<file path="src/rtl/fh_pkg.sv">
package fh_pkg;
  typedef enum logic [1:0] {
    FWD_REGFILE  = 2'b00,
    FWD_FROM_WB  = 2'b01,
    FWD_FROM_MEM = 2'b10
  } fwd_sel_e;

  localparam int unsigned NUM_OPERANDS = 2;
endpackage

</file>
<file path="src/rtl/fh_bypass_pick.sv">
module fh_bypass_pick
  import fh_pkg::*;
#(
  parameter int unsigned AW = 5
) (
  input  logic [AW-1:0] src_reg,
  input  logic          mem_wr,
  input  logic [AW-1:0] mem_rd,
  input  logic          wb_wr,
  input  logic [AW-1:0] wb_rd,
  output fwd_sel_e      sel
);
  localparam logic [AW-1:0] ZERO_REG = '0;

  logic mem_hit;
  logic wb_hit;

  // a producer qualifies only if it writes a real (nonzero) register
  assign mem_hit = mem_wr && (mem_rd != ZERO_REG) && (mem_rd == src_reg);
  assign wb_hit  = wb_wr  && (wb_rd  != ZERO_REG) && (wb_rd  == src_reg);

  // newest producer first
  always_comb begin
    if (mem_hit)     sel = FWD_FROM_MEM;
    else if (wb_hit) sel = FWD_FROM_WB;
    else             sel = FWD_REGFILE;
  end
endmodule

</file>
<file path="src/rtl/fh_loaduse_det.sv">
module fh_loaduse_det #(
  parameter int unsigned AW = 5
) (
  input  logic [AW-1:0] dec_rs,
  input  logic [AW-1:0] dec_rt,
  input  logic [AW-1:0] ex_load_dst,
  input  logic          ex_is_load,
  output logic          hit
);
  assign hit = ex_is_load && ((ex_load_dst == dec_rs) || (ex_load_dst == dec_rt));
endmodule

</file>
<file path="src/rtl/fh_bubble_ctl.sv">
module fh_bubble_ctl (
  input  logic clk,
  input  logic rst_n,
  input  logic hazard,
  output logic stall
);
  logic bubble_q;
  logic bubble_d;

  always_comb begin
    stall    = hazard && !bubble_q;
    bubble_d = stall;
  end

  always_ff @(posedge clk or negedge rst_n) begin
    if (!rst_n) bubble_q <= 1'b0;
    else        bubble_q <= bubble_d;
  end
endmodule

</file>
<file path="src/rtl/fwd_hazard_unit.sv">
module fwd_hazard_unit
  import fh_pkg::*;
#(
  parameter int unsigned AW = 5
) (
  input  logic          clk,
  input  logic          rst_n,
  input  logic [AW-1:0] ifid_rs,
  input  logic [AW-1:0] ifid_rt,
  input  logic [AW-1:0] idex_rs,
  input  logic [AW-1:0] idex_rt,
  input  logic          idex_memrd,
  input  logic [AW-1:0] exmem_rd,
  input  logic          exmem_wr,
  input  logic [AW-1:0] memwb_rd,
  input  logic          memwb_wr,
  output logic [1:0]    fwd_a,
  output logic [1:0]    fwd_b,
  output logic          pc_we,
  output logic          ifid_we,
  output logic          idex_zero
);
  logic [AW-1:0] op_src [NUM_OPERANDS];
  fwd_sel_e      op_sel [NUM_OPERANDS];
  logic          lu_hit;
  logic          stall;

  assign op_src[0] = idex_rs;
  assign op_src[1] = idex_rt;

  for (genvar gi = 0; gi < NUM_OPERANDS; gi++) begin : g_operand
    fh_bypass_pick #(.AW(AW)) u_pick (
      .src_reg (op_src[gi]),
      .mem_wr  (exmem_wr),
      .mem_rd  (exmem_rd),
      .wb_wr   (memwb_wr),
      .wb_rd   (memwb_rd),
      .sel     (op_sel[gi])
    );
  end

  fh_loaduse_det #(.AW(AW)) u_det (
    .dec_rs      (ifid_rs),
    .dec_rt      (ifid_rt),
    .ex_load_dst (idex_rt),
    .ex_is_load  (idex_memrd),
    .hit         (lu_hit)
  );

  fh_bubble_ctl u_bubble (
    .clk    (clk),
    .rst_n  (rst_n),
    .hazard (lu_hit),
    .stall  (stall)
  );

  assign fwd_a     = op_sel[0];
  assign fwd_b     = op_sel[1];
  assign pc_we     = !stall;
  assign ifid_we   = !stall;
  assign idex_zero = stall;
endmodule

</file>
<file path="config.mk">
export PLATFORM = sky130hd
export DESIGN_NAME = fwd_hazard_unit
export DESIGN_NICKNAME = d
export VERILOG_FILES = /design/src/rtl/fh_pkg.sv /design/src/rtl/fh_bypass_pick.sv /design/src/rtl/fh_loaduse_det.sv /design/src/rtl/fh_bubble_ctl.sv /design/src/rtl/fwd_hazard_unit.sv
export SDC_FILE = /design/constraint.sdc
export NUM_CORES = 1
export LEC_CHECK = 0
export ABC_AREA = 0
export CAP_MARGIN = 20
export CELL_PAD_IN_SITES_DETAIL_PLACEMENT = 1
export CELL_PAD_IN_SITES_GLOBAL_PLACEMENT = 2
export CORE_UTILIZATION = 15
export CTS_CLUSTER_SIZE = 10
export DETAILED_ROUTE_END_ITERATION = 12
export PLACE_DENSITY_LB_ADDON = 0.1
export REMOVE_ABC_BUFFERS = 1
export SYNTH_ARGS = -nofsm -noshare
export SYNTH_HDL_FRONTEND = slang
export SYNTH_SLANG_ARGS = --single-unit
</file>
<file path="constraint.sdc">
create_clock -name clk -period 3.24 [get_ports clk]
set_input_delay 0.486 -clock clk [delete_from_list [all_inputs] [get_ports clk]]
set_output_delay 0.486 -clock clk [all_outputs]
set_load 0.02 [all_outputs]
</file>
==> results of run 1 <==
-- worst max-delay path by stage --
stage           startpoint       end  slack [ns]  cells after the start
2_1_floorplan  exmem_rd[2]  fwd_b[0]        0.92                      4
3_3_place_gp   exmem_rd[2]  fwd_b[0]        0.15                      6
3_5_place_dp   exmem_rd[2]  fwd_b[0]        0.14                      6
4_1_cts        exmem_rd[2]  fwd_b[0]        0.14                      6
5_1_grt        exmem_rd[2]  fwd_b[0]       0.002                      6
6_report       exmem_rd[2]  fwd_b[0]        0.15                      6
-- final cells by class --
class,instances,share of cell area
Timing Repair Buffer,45,0.491
Multi-Input combinational cell,49,0.438
Tap cell,31,0.0432
Sequential cell,1,0.0279
-- power by group --
part           internal [mW]  leakage (nW)  switching, mW
registers             0.0131        0.0139       0.000160
clock network              0             0              0
logic                 0.0685         0.280         0.0395
-- per-stage QoR --
| step | std cells | hold slack (ns) |
|---|---|---|
| after global routing | 126 | 0.585 |
| after global placement | 126 | 0.557 |
| final | 126 | 0.557 |
| after CTS | 126 | 0.567 |
| after detailed placement | 126 | 0.563 |
| after floorplan | 50 | 0.190 |
-- critical path, delay by kind of cell --
| kind | cells | cell delay [ns] |
|---|---|---|
| AO/OA/AOI/OAI | 1 | 0.15 |
| buffers and inverters | 2 | 1.05 |
| AND/OR/NAND/NOR | 3 | 0.91 |
-- cell usage after synthesis, types with 2 or more instances --
| cell | n | area, sq um |
|---|---|---|
| nor4_1 | 2 | 12.5 |
| nand4_1 | 4 | 25.0 |
| xnor2_1 | 24 | 210 |
| clkbuf_1 | 2 | 7.51 |
| xor2_1 | 6 | 52.6 |
| nand3_1 | 2 | 10.0 |
| buf_4 | 3 | 22.5 |
| nand2_1 | 2 | 7.51 |
| or4_1 | 2 | 15.0 |
| nor4_2 | 2 | 25.0 |
-- metal layers --
metal / vias up / global-route usage / wire [microns] / share of wire
li1: 268 / - / - / -
met5: - / 0 / 0 / 0
met2: 18 / 0.185 / 785 / 0.51
met1: 228 / 0.128 / 654 / 0.43
met3: 0 / 0.00691 / 94 / 0.061
met4: 0 / 0 / 0 / 0
-- cell families after synthesis --
| family | share of synthesized area |
|---|---|
| AO/OA/AOI/OAI | 0.0335 |
| XOR/XNOR | 0.587 |
| buffers and inverters | 0.0670 |
| flip-flops | 0.0559 |
| AND/OR/NAND/NOR | 0.257 |
==> flow_metrics.env, run 1 <==
export IMPL_syn_avg_cell_area_sq_um=8.14
export IMPL_dieArea_sq_um=3210
export IMPL_crit_path_max_fanout=2
export IMPL_maxCapViolCount=0
export IMPL_timing_final_ws_setup_ns=0.151
export IMPL_startpoint_type="input pin"
export IMPL_dr_pass1_iters=2
export IMPL_synth_edf_count=0
export IMPL_reg2reg_from="u_bubble.bubble_q"
export IMPL_rr_worst_depth=1
export IMPL_grt_remaining_overflow=0
export IMPL_grt_pass1_wl_microns=2540
export IMPL_dpl_worst_slack_ns=0.135
export IMPL_relSlewSlack=0.645
export IMPL_clkLatencyLatePin_ns=0
export IMPL_critPathCaptureType="primary output"
export IMPL_num_vias=514
export IMPL_required_ns=2.75
export IMPL_worst_pin_slew_ns=0.528
export IMPL_worstHoldStart="u_bubble.bubble_q"
export IMPL_die_h_microns=56.6
export IMPL_ys_flop_type="dfrtp_1"
export IMPL_final_cell_area_sq_um=897
export IMPL_core_area_sq_um=2780
export IMPL_final_common_cell="clkdlybuf4s50_1"
export IMPL_rsz0062_at_grt="false"
export IMPL_fin_crit_ns=3.09
export IMPL_hold_buffers=0
export IMPL_power_density_nw_per_um2=135
export IMPL_grt_total_usage=0.0980
export IMPL_synthArstFlopShare=1.00
export IMPL_wirelength_microns=1530
export IMPL_row_count=19
export IMPL_top_register="u_bubble.bubble_q"
export IMPL_synthCells=55
export IMPL_worst_path_largest_cell_delay_ns=0.63
export IMPL_hold_viol=0
export IMPL_start_util=0.161
export IMPL_path_cells="clkdlybuf4s50_1 > or4_1 > o21ai_2 > nor4_1 > nor4_2 > clkdlybuf4s50_1"
export IMPL_layout_common_cells="clkdlybuf4s50_1 (41), xnor2_1 (24), xor2_1 (6), nand4_1 (4), buf_4 (4)"
export IMPL_criticalPathCategory="input pin to primary output"
export IMPL_setup_tns_ns=0
export IMPL_port_buffer_count=41
export IMPL_setup_viol=0
export IMPL_ys_warn_count=0
export IMPL_post_cts_resized=0
export IMPL_r2r_end="u_bubble.bubble_q"
export IMPL_largest_reg_flops=1
export IMPL_post_cts_buffers=0
export IMPL_drtIter0Drc=3
export IMPL_drive_gt1_frac=0.0737
export IMPL_largest_registers="u_bubble.bubble_q: 1 flops"
export IMPL_grt_start_max_net_pins=5
export IMPL_hold_depth=1
export IMPL_grt_pass1_vias=577
export IMPL_crit_top_cell="clkdlybuf4s50_1"
export IMPL_hold_end="u_bubble.bubble_q"
export IMPL_antenna_found_initial=0
export IMPL_wire_per_inst_microns=12.2
export IMPL_utilization=0.323
export IMPL_area_growth_pct=100
export IMPL_die_w_microns=56.6
export IMPL_timing_final_crit_share=0.953
export IMPL_ys_types=16
export IMPL_drv_slew=0
export IMPL_gp_congestion=0.636
export IMPL_regArea_sq_um=25.0
export IMPL_hold_path_class="flip-flop to flip-flop"
export IMPL_synth_seq_cells=1
export IMPL_status="finished clean"
export IMPL_peakVddDrop_mv=0.0783
export IMPL_ant_nets=0
export IMPL_num_antenna_cells=0
export IMPL_clkSlewWorstSetupHoldPaths_ns=0
export IMPL_drcViolationCount=0
export IMPL_nFillCells=344
export IMPL_fin_skew_ns=0
export IMPL_p_leak_nw=0.293
export IMPL_hpwl_microns=1410
export IMPL_synth_seq_area_share=0.0559
export IMPL_cp_data_arrival_time_ns=2.60
export IMPL_syn_area_sq_um=448
export IMPL_multi_input_area_sq_um=393
export IMPL_r2r_setup_slack_ns=2.59
export IMPL_ios=42
export IMPL_max_freq_mhz=324
export IMPL_total_power_uw=121
export IMPL_place_area_sq_um=897
export IMPL_vias_per_cell=4.08
export IMPL_fin_nets=132
export IMPL_slowest_stage="clkdlybuf4s50_1"
No activity file was read; power rests on OpenSTA's default activity.
==> run 2: changes to the inputs <==
clock period = 3.9 ns   (was 3.24 ns; I/O delays follow)
==> run 2 against run 1 <==
Net effect:
- critical path depth stayed put
- via count is 1.8% lower
- hold slack better by 0.0037 ns
- combinational power is 20% lower
- sequential power is 17% lower
- register-to-register slack better by 0.66 ns
- die area stayed put
- final area is 3.3% lower
- clock skew stayed put
- cell count is 3.2% lower
- first-iteration DRC count is 67% lower
==> flow_metrics.env, run 2 (synthesized netlist as in run 1, its figures left out) <==
export IMPL_dpl_worst_slack_ns=0.552
export IMPL_pwr_share_clk=0
export IMPL_hpwl_microns=1380
export IMPL_row_count=19
export IMPL_critPathCaptureType="primary output"
export IMPL_grt_start_max_net_pins=5
export IMPL_p_leak_nw=0.274
export IMPL_cp_data_arrival_time_ns=2.74
export IMPL_peakVddDrop_mv=0.0634
export IMPL_hold_end="u_bubble.bubble_q"
export IMPL_dieArea_sq_um=3210
export IMPL_die_h_microns=56.6
export IMPL_hold_path_class="flip-flop to flip-flop"
export IMPL_post_cts_buffers=0
export IMPL_largest_reg_flops=1
export IMPL_antenna_found_initial=0
export IMPL_worst_path_largest_cell_delay_ns=0.63
export IMPL_wirelength_microns=1520
export IMPL_timing_final_ws_setup_ns=0.579
export IMPL_drv_slew=0
export IMPL_clkLatencyLatePin_ns=0
export IMPL_maxCapViolCount=0
export IMPL_ant_nets=0
export IMPL_drcViolationCount=0
export IMPL_place_area_sq_um=867
export IMPL_die_w_microns=56.6
export IMPL_clkSlewWorstSetupHoldPaths_ns=0
export IMPL_holdWs_ns=0.560
export IMPL_r2r_end="u_bubble.bubble_q"
export IMPL_grt_pass1_vias=549
export IMPL_grt_total_usage=0.0985
export IMPL_regArea_sq_um=25.0
export IMPL_fin_crit_ns=3.32
export IMPL_switching_share=0.332
export IMPL_wire_per_inst_microns=12.5
export IMPL_core_area_sq_um=2780
export IMPL_crit_top_cell="clkdlybuf4s50_1"
export IMPL_final_common_cell="clkdlybuf4s50_1"
export IMPL_nFillCells=339
export IMPL_hold_depth=1
export IMPL_fin_skew_ns=0
export IMPL_port_buffer_count=41
export IMPL_p_seq_frac=0.113
export IMPL_power_density_nw_per_um2=113
export IMPL_num_vias=505
export IMPL_max_freq_mhz=301
export IMPL_start_util=0.161
export IMPL_grt_pass1_wl_microns=2570
export IMPL_r2r_setup_slack_ns=3.25
export IMPL_required_ns=3.31
export IMPL_criticalPathCategory="input pin to primary output"
export IMPL_hold_viol=0
export IMPL_rsz0062_at_grt="false"
export IMPL_worstHoldStart="u_bubble.bubble_q"
export IMPL_fin_nets=128
export IMPL_final_cell_area_sq_um=867
export IMPL_path_cells="clkdlybuf4s50_1 > or4_1 > o21ai_2 > nor4_1 > nor4_2 > clkdlybuf4s50_1"
export IMPL_power_switching_uw=32.4
export IMPL_grt_remaining_overflow=0
export IMPL_timing_final_crit_share=0.852
export IMPL_power_frac_comb=0.887
export IMPL_drive_gt1_frac=0.0330
export IMPL_largest_registers="u_bubble.bubble_q: 1 flops"
export IMPL_startpoint_type="input pin"
export IMPL_status="finished clean"
export IMPL_hold_buffers=0
export IMPL_gp_congestion=0.657
export IMPL_reg2reg_from="u_bubble.bubble_q"
export IMPL_dr_pass1_iters=2
export IMPL_num_antenna_cells=0
export IMPL_p_int_uw=65.2
export IMPL_ios=42
export IMPL_multi_input_area_sq_um=393
export IMPL_top_register="u_bubble.bubble_q"
export IMPL_area_growth_pct=93.6
export IMPL_post_cts_resized=0
export IMPL_setup_viol=0
export IMPL_utilization=0.312
export IMPL_slowest_stage="clkdlybuf4s50_1"
export IMPL_worst_pin_slew_ns=0.518
export IMPL_vias_per_cell=4.14
export IMPL_crit_path_max_fanout=3
export IMPL_setup_tns_ns=0
export IMPL_rr_worst_depth=1
export IMPL_drtIter0Drc=1
export IMPL_relSlewSlack=0.651
export IMPL_layout_common_cells="clkdlybuf4s50_1 (41), xnor2_1 (24), xor2_1 (6), nand4_1 (4)"
-- run 2: cell types whose count changed in the layout (fill, tap and decap cells not counted), sizes merged --
cell / previous run / this run
buf: 4 / 0
-- run 2: per-stage QoR --
stage          instances  total power, mW
6_report             122           0.0977
5_1_grt              122            0.105
4_1_cts              122           0.0993
3_5_place_dp         122           0.0988
3_3_place_gp         122           0.0989
2_1_floorplan         50           0.0454
-- run 2: worst max-delay path by stage --
| stage | start | to | slack [ns] | cells after the start |
|---|---|---|---|---|
| after floorplan | exmem_rd[2] | fwd_b[0] | 1.38 | 4 |
| after global placement | exmem_rd[2] | fwd_b[0] | 0.56 | 6 |
| after detailed placement | exmem_rd[2] | fwd_b[0] | 0.55 | 6 |
| after CTS | exmem_rd[2] | fwd_b[0] | 0.55 | 6 |
| after global routing | exmem_rd[2] | fwd_b[0] | 0.43 | 6 |
| final | exmem_rd[2] | fwd_b[0] | 0.58 | 6 |
-- run 2: layout make-up --
type                       count  area share
tap                           31      0.0447
multi-input combinational     49       0.453
timing repair buffer          41       0.473
sequential                     1      0.0289
-- run 2: power by group through the flow --
stage          clock network, mW  registers [mW]  logic, mW
6_report                       0          0.0111     0.0866
3_5_place_dp                   0          0.0111     0.0877
2_1_floorplan                  0          0.0110     0.0344
5_1_grt                        0          0.0111     0.0942
4_1_cts                        0          0.0111     0.0882
3_3_place_gp                   0          0.0111     0.0878
-- run 2: critical path, delay by kind of cell --
kind            cells  cell delay (ns)
compound gates      1             0.14
buf+inv             2             1.09
simple gates        3             0.91
-- run 2: layer usage --
metal / routed length [microns] / up-vias / share of wire / global-route usage
met5: 0 / - / 0 / 0
met4: 0 / 0 / 0 / 0
met3: 91 / 0 / 0.060 / 0.00922
met2: 768 / 18 / 0.50 / 0.185
met1: 663 / 227 / 0.44 / 0.128
li1: - / 260 / - / -
==> run 3: changes to the inputs <==
CORE_UTILIZATION = 16   (was 15)
SYNTH_HIERARCHICAL = 1   (was unset)
==> run 3 against run 2 <==
Net effect:
- the flow now finishes with violations (DRC)
- critical path depth is 1 lower
- global-route usage is 0.25 points higher
- cell count is 6.6% higher
- largest power group unchanged
==> flow_metrics.env, run 3 <==
export IMPL_final_cell_area_sq_um=908
export IMPL_die_w_microns=56.9
export IMPL_area_growth_pct=88.6
export IMPL_drive_gt1_frac=0.0707
export IMPL_largest_reg_flops=1
export IMPL_hold_path_class="flip-flop to flip-flop"
export IMPL_setup_viol=0
export IMPL_fin_skew_ns=0
export IMPL_synthArstFlopShare=1.00
export IMPL_num_antenna_cells=0
export IMPL_required_ns=3.31
export IMPL_num_vias=568
export IMPL_ys_warn_count=6
export IMPL_crit_end="fwd_a[0]"
export IMPL_rr_worst_depth=1
export IMPL_violations="DRC"
export IMPL_criticalPathCategory="input pin to primary output"
export IMPL_multi_input_area_sq_um=430
export IMPL_grt_pass1_vias=605
export IMPL_antenna_found_initial=0
export IMPL_dp_cells=130
export IMPL_grt_remaining_overflow=0
export IMPL_port_buffer_count=41
export IMPL_nFillCells=339
export IMPL_peakVddDrop_mv=0.0688
export IMPL_r2r_setup_slack_ns=3.33
export IMPL_dieArea_sq_um=3230
export IMPL_core_area_sq_um=2810
export IMPL_top_register="u_bubble/bubble_q"
export IMPL_ys_flop_type="dfrtp_1"
export IMPL_hpwl_microns=1420
export IMPL_synth_seq_cells=1
export IMPL_post_cts_buffers=0
export IMPL_drtIter0Drc=9
export IMPL_instances_no_fill=130
export IMPL_hold_viol=0
export IMPL_worst_pin_slew_ns=0.285
export IMPL_startpoint_type="input pin"
export IMPL_power_density_nw_per_um2=111
export IMPL_fin_crit_ns=3.06
export IMPL_largest_registers="u_bubble/bubble_q: 1 flops"
export IMPL_die_h_microns=56.9
export IMPL_drcViolationCount=4
export IMPL_ios=42
export IMPL_holdWs_ns=0.448
export IMPL_yosysTopAreaCell="xnor2_1"
export IMPL_row_count=19
export IMPL_yosys_area_top_type_share=0.364
export IMPL_syn_avg_cell_area_sq_um=7.90
export IMPL_dr_pass1_iters=8
export IMPL_dpl_worst_slack_ns=0.833
export IMPL_layout_common_cells="clkdlybuf4s50_1 (41), xnor2_1 (20), nand2_1 (6), xor2_1 (6)"
export IMPL_final_common_cell="clkdlybuf4s50_1"
export IMPL_synth_area_leaders="xnor2_1 (36%), xor2_1 (11%), o41ai_2 (6.8%), a211oi_2 (5.2%), dfrtp_1 (5.2%)"
export IMPL_syn_area_sq_um=482
export IMPL_gp_congestion=0.690
export IMPL_hold_buffers=0
export IMPL_status="finished, violations left"
export IMPL_clkLatencyLatePin_ns=0
export IMPL_max_freq_mhz=327
export IMPL_cp_startpoint="exmem_rd[0]"
export IMPL_r2r_end="u_bubble/bubble_q"
export IMPL_synthCells=61
export IMPL_ant_nets=0
export IMPL_total_power_uw=101
export IMPL_grt_start_max_net_pins=7
export IMPL_relSlewSlack=0.808
export IMPL_wirelength_microns=1600
export IMPL_fin_nets=136
export IMPL_yosys_top_cells_count="xnor2_1 (20), nand2_1 (6), xor2_1 (6), nand3_1 (4), nor3_1 (4)"
export IMPL_grt_pass1_wl_microns=2640
export IMPL_crit_path_max_fanout=4
export IMPL_timing_final_ws_setup_ns=0.844
export IMPL_reg2reg_from="u_bubble/bubble_q"
export IMPL_utilization=0.324
export IMPL_timing_final_crit_share=0.784
export IMPL_maxCapViolCount=0
export IMPL_wire_per_inst_microns=12.3
export IMPL_place_area_sq_um=908
export IMPL_yosysMostFrequentCell="xnor2_1"
export IMPL_cp_data_arrival_time_ns=2.47
export IMPL_grt_total_usage=0.101
export IMPL_rsz0062_at_grt="false"
export IMPL_clkSlewWorstSetupHoldPaths_ns=0
export IMPL_vias_per_cell=4.37
export IMPL_synth_seq_area_share=0.0519
export IMPL_drv_slew=0
export IMPL_post_cts_resized=0
export IMPL_worstHoldStart="u_bubble/bubble_q"
export IMPL_critPathCaptureType="primary output"
export IMPL_synth_edf_count=0
export IMPL_start_util=0.172
export IMPL_setup_tns_ns=0
export IMPL_p_leak_nw=0.288
export IMPL_ys_types=17
export IMPL_regArea_sq_um=25.0
-- run 3: cell type report --
class                           count  area share
Tap cell                           31      0.0427
Timing Repair Buffer               41       0.452
Inverter                            1     0.00413
Sequential cell                     1      0.0275
Multi-Input combinational cell     56       0.474
-- run 3: cell families after synthesis --
group | Yosys count | share of synthesized area
DFF | 1 | 0.0519
buffers and inverters | 4 | 0.0545
AOI/OAI and AO/OA | 7 | 0.153
xor gates and xnor gates | 26 | 0.473
and+or+nand+nor | 23 | 0.268
-- run 3: worst min path at each step --
stage | endpoint | cells past startpoint | slack [ns]
final | u_bubble/bubble_q | 1 | 0.45
after global routing | u_bubble/bubble_q | 1 | 0.46
after CTS | u_bubble/bubble_q | 1 | 0.45
after detailed placement | u_bubble/bubble_q | 1 | 0.45
after global placement | u_bubble/bubble_q | 1 | 0.45
after floorplan | u_bubble/bubble_q | 0 | 0.29
-- run 3: worst max-delay path, cell delays in order --
cell             delay (ns)
clkdlybuf4s50_1        0.53
o41ai_2                0.42
a211oi_2               0.14
nor3_2                 0.18
clkdlybuf4s50_1        0.61
-- run 3: routing by layer --
metal  wire, microns  share of wire  global-route usage
met5               0              0                   0
met4               0              0                   0
met3             120          0.075             0.00461
met2             767           0.48               0.185
met1             715           0.45               0.138
-- run 3: report_power, final --
part,internal (mW),switching [mW]
Sequential,0.0109,0.000275
Combinational,0.0542,0.0358
Clock,0,0
Total,0.0651,0.0361
